$ cat src/rtl/cmd_resp_seq.sv
module cmd_resp_seq (
  input  logic         clk,
  input  logic         rst_n,
  input  logic         wr_en,
  input  logic [2:0]   wr_sel,
  input  logic [15:0]  wr_data,
  input  logic         clk_on,
  input  logic [15:0]  blk_count,
  input  logic [11:0]  blk_len,
  input  logic         resp_pop,
  output logic [15:0]  resp_word,
  output logic [6:0]   cmd_readback,
  output logic [31:0]  arg_readback,
  output logic [13:0]  cfg_readback,
  output logic         card_req,
  output logic [5:0]   card_cmd,
  output logic [31:0]  card_arg,
  input  logic         card_ack,
  input  logic [4:0]   card_len,
  input  logic [127:0] card_bytes,
  output logic         stat_timeout,
  output logic         stat_resp_done,
  output logic         cmd_done,
  output logic         fifo_flush,
  output logic         active,
  output logic         data_start,
  output logic [27:0]  byte_count
);
  localparam int          NWORDS   = 9;
  localparam logic [2:0]  SEL_CMD  = 3'd0;
  localparam logic [2:0]  SEL_ARGH = 3'd1;
  localparam logic [2:0]  SEL_ARGL = 3'd2;
  localparam logic [2:0]  SEL_CFG  = 3'd3;
  localparam logic [13:0] CFG_KEEP = 14'h3CFF;
  localparam int          HOLD_BIT = 10;
  localparam int          DATA_BIT = 2;

  logic [5:0]  cmd_q;
  logic [31:0] arg_q;
  logic [13:0] cfg_q;
  logic        pending;
  logic [3:0]  rd_ptr;
  logic [15:0] resp_q [NWORDS];
  logic [15:0] pack_w [NWORDS];
  logic [4:0]  need_len;
  logic        launch;

  assign cmd_readback = {1'b1, cmd_q};
  assign arg_readback = arg_q;
  assign cfg_readback = cfg_q;
  assign card_cmd     = cmd_q;
  assign card_arg     = arg_q;
  assign launch       = pending && clk_on && !cfg_q[HOLD_BIT] && !card_req;
  assign resp_word    = (rd_ptr < 4'(NWORDS)) ? resp_q[rd_ptr] : 16'h0;
  assign need_len     = (cfg_q[1:0] == 2'd0) ? 5'd0 :
                        (cfg_q[1:0] == 2'd2) ? 5'd16 : 5'd4;

  always_comb begin
    for (int k = 0; k < NWORDS; k++) pack_w[k] = 16'h0;
    for (int k = 0; k < NWORDS - 1; k++)
      if (2 * k < int'(card_len)) pack_w[k][7:0] = card_bytes[16*k +: 8];
    for (int k = 1; k < NWORDS; k++)
      if (2 * k - 1 < int'(card_len)) pack_w[k][15:8] = card_bytes[16*k-8 +: 8];
  end

  always_ff @(posedge clk) begin
    if (!rst_n) begin
      cmd_q <= '0; arg_q <= '0; cfg_q <= '0; pending <= 1'b0;
      rd_ptr <= '0; card_req <= 1'b0; stat_timeout <= 1'b0;
      stat_resp_done <= 1'b0; cmd_done <= 1'b0; fifo_flush <= 1'b0;
      active <= 1'b0; data_start <= 1'b0; byte_count <= '0;
      for (int k = 0; k < NWORDS; k++) resp_q[k] <= '0;
    end else begin
      cmd_done   <= 1'b0;
      fifo_flush <= 1'b0;
      data_start <= 1'b0;
      if (resp_pop && rd_ptr < 4'(NWORDS)) rd_ptr <= rd_ptr + 4'd1;
      if (!clk_on && !card_req) active <= 1'b0;
      if (launch) begin
        card_req   <= 1'b1;
        pending    <= 1'b0;
        active     <= 1'b1;
        fifo_flush <= 1'b1;
        rd_ptr     <= '0;
        for (int k = 0; k < NWORDS; k++) resp_q[k] <= '0;
      end
      if (wr_en) begin
        case (wr_sel)
          SEL_CMD:  cmd_q <= wr_data[5:0];
          SEL_ARGH: arg_q[31:16] <= wr_data;
          SEL_ARGL: arg_q[15:0] <= wr_data;
          SEL_CFG: begin
            cfg_q   <= wr_data[13:0] & CFG_KEEP;
            pending <= 1'b1;
            if (!card_req && !launch) active <= 1'b0;
            if (!wr_data[HOLD_BIT]) begin
              stat_timeout   <= 1'b0;
              stat_resp_done <= 1'b0;
            end
          end
          default: ;
        endcase
      end
      if (card_req && card_ack) begin
        card_req <= 1'b0;
        cmd_done <= 1'b1;
        if (card_len < need_len) begin
          stat_timeout <= 1'b1;
          active       <= 1'b0;
        end else begin
          stat_resp_done <= 1'b1;
          for (int k = 0; k < NWORDS; k++) resp_q[k] <= pack_w[k];
          if (cfg_q[DATA_BIT]) begin
            data_start <= 1'b1;
            byte_count <= blk_count * blk_len;
          end else begin
            active <= 1'b0;
          end
        end
      end
    end
  end

  assert_launch_flush_R4: assert property (@(posedge clk) disable iff (!rst_n)
    $rose(card_req) |-> fifo_flush && active);
  assert_tout_excl_R6: assert property (@(posedge clk) disable iff (!rst_n)
    !(stat_timeout && stat_resp_done));
  assert_data_ok_R7: assert property (@(posedge clk) disable iff (!rst_n)
    data_start |-> active && stat_resp_done && !card_req);
  assert_done_pulse_R8: assert property (@(posedge clk) disable iff (!rst_n)
    cmd_done |=> !cmd_done);
  assert_rdptr_bound_R10: assert property (@(posedge clk) disable iff (!rst_n)
    rd_ptr <= 4'(NWORDS));
  assert_single_req_R11: assert property (@(posedge clk) disable iff (!rst_n)
    card_req && !card_ack |=> card_req && $stable(cmd_done));
endmodule

$ cat config.mk
export PLATFORM = sky130hd
export DESIGN_NAME = cmd_resp_seq
export DESIGN_NICKNAME = d
export VERILOG_FILES = /design/src/rtl/cmd_resp_seq.sv
export SDC_FILE = /design/constraint.sdc
export NUM_CORES = 1
export LEC_CHECK = 0
export BUFFER_PORTS_ARGS = -buffer_cell sky130_fd_sc_hd__buf_4
export CAP_MARGIN = 20
export CORE_UTILIZATION = 40
export CTS_BUF_LIST = sky130_fd_sc_hd__clkbuf_8 sky130_fd_sc_hd__clkbuf_16
export CTS_CLUSTER_DIAMETER = 100
export DETAILED_ROUTE_END_ITERATION = 8
export PLACE_DENSITY = 0.66
export SYNTH_ARGS = -nofsm -noshare
export SYNTH_HDL_FRONTEND = slang
export SYNTH_SLANG_ARGS = --single-unit
export TNS_END_PERCENT = 5
$ cat constraint.sdc
create_clock -name clk -period 6 [get_ports clk]
set_input_delay 0.3 -clock clk [delete_from_list [all_inputs] [get_ports clk]]
set_output_delay 0.3 -clock clk [all_outputs]
set_load 0.03 [all_outputs]
==> flow_summary.yaml <==
power_and_ir_drop:
  switching_share_pct: 41.5
  power_density_mw_per_mm2: 346
  peakVddDrop_mv: 0.407
  p_leak_nw: 8.63
  seqPwrFrac_pct: 25.5
  power_frac_comb_pct: 52.6
  clkPwrFrac_pct: 21.9
  power.switching_mw: 2.73
  p_int_mw: 3.85
cts:
  post_cts_buffers: 0
  clk_pin_slew_ns: 0.06
  clk-insertion-delay-late_ns: 0.54
  clock_path_buffers: 3
  cts-root-buf: "clkbuf_16"
  cts.hold.buffers_added: 0
  clock-sinks: 222
  cts_tree: "built"
  htree_levels: 1
  numCtsBuffers: 24
  cts-resized-gates: 0
cells_and_area:
  design_area_sq_mm: 0.0190
  area_delta_synth_final_pct: 21.6
  finalNonFillerCells: 2363
  fin_util_pct: 49.2
  nFillCells: 3570
  drive_above_1_share_pct: 22.6
  layout.nets: 2219
worst_setup_path:
  criticalPathCategory: "input pin to flip-flop"
  critPathCapture: "byte_count[22]"
  critical_path_depth: 17
  timing.rr.end: "resp_q[1][6]"
  slowest_stage: "fa_1"
  critical_path_arrival_ns: 5.35
  cp_cell_sequence: "buf_4 > and2_1 > fa_1 > fa_1 > fa_1 > fa_1 > inv_1 > fa_1 > inv_1 > ha_1 > a211oi_1 > o21bai_1 > a21o_1 > a221o_1 > nand4_1 > mux2_1 > o22ai_1"
  startpoint_type: "input pin"
  rrSetupSlack_ns: 3.07
  endpoint_kind: "flip-flop"
  critical_path_required_ns: 6.45
  worst_path_most_repeated_cell: "fa_1"
  critPathMaxFanout: 12
  path_delay_family: "adder cells"
  reg2reg_depth: 7
  crit_path_start: "blk_count[2]"
  cp.buffers_inverters: 3
  cpPeakStageDelay_ns: 0.55
  r2r-start: "cfg_readback[0]"
timing:
  whs_ns: 0.0307
  skew_ns: 0.0165
  grt_setup_unrepaired: "no"
  finalCriticalPeriod_ns: 4.90
  setup_viol_count_final: 0
  drv_slew: 0
  fin_crit_sh_pct: 81.7
  finalHoldViolCount: 0
  worst_slew_pin_slew_ns: 1.09
  max_freq_ghz: 0.204
  max_slew_margin_pct: 27.4
  fin_setup_tns_ns: 0
synth:
  synth_top_family_by_area: "adder cells"
  yosys.area_share.xor_xnor_pct: 0.951
  seq_area_frac_synth_pct: 36.6
  syn_avg_cell_area_sq_um: 9.91
  synthFlopType: "edfxtp_1"
  ys_async_sr_fraction_pct: 0
  synth-simple-area-share_pct: 18.5
  ys_warn_count: 0
  synth.area.top_cells: "edfxtp_1, fa_1, dfxtp_1, and2_1, nand2_1"
  synth-edff-count: 128
  ys_types: 61
  synth_common_cells: "nand2_1, inv_1, and2_1"
  synth_compound_area_share_pct: 7.08
  synth_seq_cells: 222
  syn_inst: 1580
  syn_area_sq_mm: 0.0157
  synthAdderAreaFrac_pct: 23.4
  synth_top_area_share_pct: 24.6
  synth_area_leader_cell: "edfxtp_1"
  synth_mux_area_share_pct: 5.12
  synth.most_common_cell: "nand2_1"
die:
  die_x_um: 200
  io_pins: 328
  num_rows: 72
  die-area_sq_mm: 0.0399
  start_util_pct: 40.5
  die_h_um: 200
  coreArea_sq_mm: 0.0386
drt:
  viasPerCell: 5.05
  vias: 11900
  wl_per_cell_um: 17.8
  ant_nets: 0
  firstDrtPassIters: 5
  drtIter0Drc: 597
  drcViolationCount: 0
  routed_wirelength_um: 42100
status:
  status: "completed"
placement:
  placed_cell_area_sq_mm: 0.0182
  port_buffers: 324
  dp_hpwl_um: 32200
  gpl.final_weighted_congestion: 0.865
  dp.cells: 2315
grt:
  grt_pass1_wl_um: 65400
  grt_pass1_vias: 12200
  grt_util_all_layers_pct: 21.2
  antenna_found_initial: 1
  grt_max_degree: 86
  grt_overflow: 0
flow_run:
  maxCapViolCount: 0
worst_hold_path:
  hold_path_class: "input pin to flip-flop"
==> stage by stage <==
stage          worst slack (ns)  power [mW]
2_1_floorplan             0.777        4.33
3_3_place_gp              0.601        5.11
3_5_place_dp              0.552        5.14
4_1_cts                    1.11        6.61
5_1_grt                   0.885        7.16
6_report                   1.10        6.57
==> metal layers <==
layer  global-route usage [%]  wire length [um]  vias up
met3                     4.45              2970       59
li1                         -                 -     5577
met2                     36.0             20500      376
met5                        0                 0        -
met1                     27.2             17500     5914
met4                     6.02              1160        0
==> worst register-to-register path, stage by stage, from the launching register on <==
cell      delay, ns
dfxtp_1        0.35
nand2b_1       0.15
ha_1           0.29
a21oi_2        0.08
nand2b_1       0.41
nand2b_4       0.33
buf_16         0.35
buf_4          0.58
==> area by class of cell <==
type	instances	area [sq um]	share of cell area, %
antenna	3	7.51	0.0395
timing repair buffer	334	2530	13.3
sequential	222	5730	30.1
multi-input combinational	1058	8640	45.4
clock inverter	15	90.1	0.474
tap	518	648	3.41
clock buffer	29	692	3.64
inverter	184	691	3.63
==> worst min path at each step <==
stage,from,to,slack [ns],cells after the start
6_report,wr_data[13],arg_readback[29],0.03,3
3_3_place_gp,byte_count[8],byte_count[8],0.44,2
4_1_cts,wr_data[15],arg_readback[31],0.01,3
2_1_floorplan,wr_data[0],arg_readback[16],0.44,2
3_5_place_dp,cfg_readback[3],cfg_readback[3],0.45,2
5_1_grt,card_bytes[1],resp_q[0][1],0.02,2
==> cells by family after synthesis <==
family          count (synthesis)
simple gates                  593
buf+inv                       301
flops                         222
fa+ha+maj                     209
compound gates                187
mux                            49
xor+xnor                       17
other cells                     2
==> sequential cells by signal (all words and copies together), names as in the netlist, named ones only <==
name	flops
card_cmd	6
card_req	1
stat_resp_done	1
data_start	1
cfg_readback	12
resp_q	128
active	1
byte_count	28
stat_timeout	1
arg_readback	32
cmd_done	1
pending	1
rd_ptr	4
fifo_flush	1
==> placed cells by master (no fill, tap or decap), types with 16 or more instances in the layout <==
| cell | netlist | layout |
|---|---|---|
| clkbuf_16 | 0 | 26 |
| fa_1 | 140 | 140 |
| nand2_1 | 261 | 261 |
| nor2_1 | 64 | 64 |
| buf_4 | 41 | 333 |
| and2_1 | 182 | 182 |
| dfxtp_1 | 94 | 93 |
| edfxtp_1 | 128 | 128 |
| mux2i_1 | 16 | 16 |
| ha_1 | 69 | 69 |
| o21ai_0 | 21 | 21 |
| inv_1 | 184 | 191 |
| nand3_1 | 18 | 18 |
| mux4_2 | 24 | 24 |
| a21oi_1 | 110 | 110 |
==> power by group through the flow <==
stage	Combinational, mW	Sequential [mW]	Clock, mW
after detailed placement	3.44	1.71	0
after floorplan	2.62	1.72	0
after global routing	3.95	1.68	1.54
after global placement	3.41	1.71	0
after CTS	3.47	1.68	1.47
final	3.46	1.67	1.44
Power figures use the tool's default switching activity.
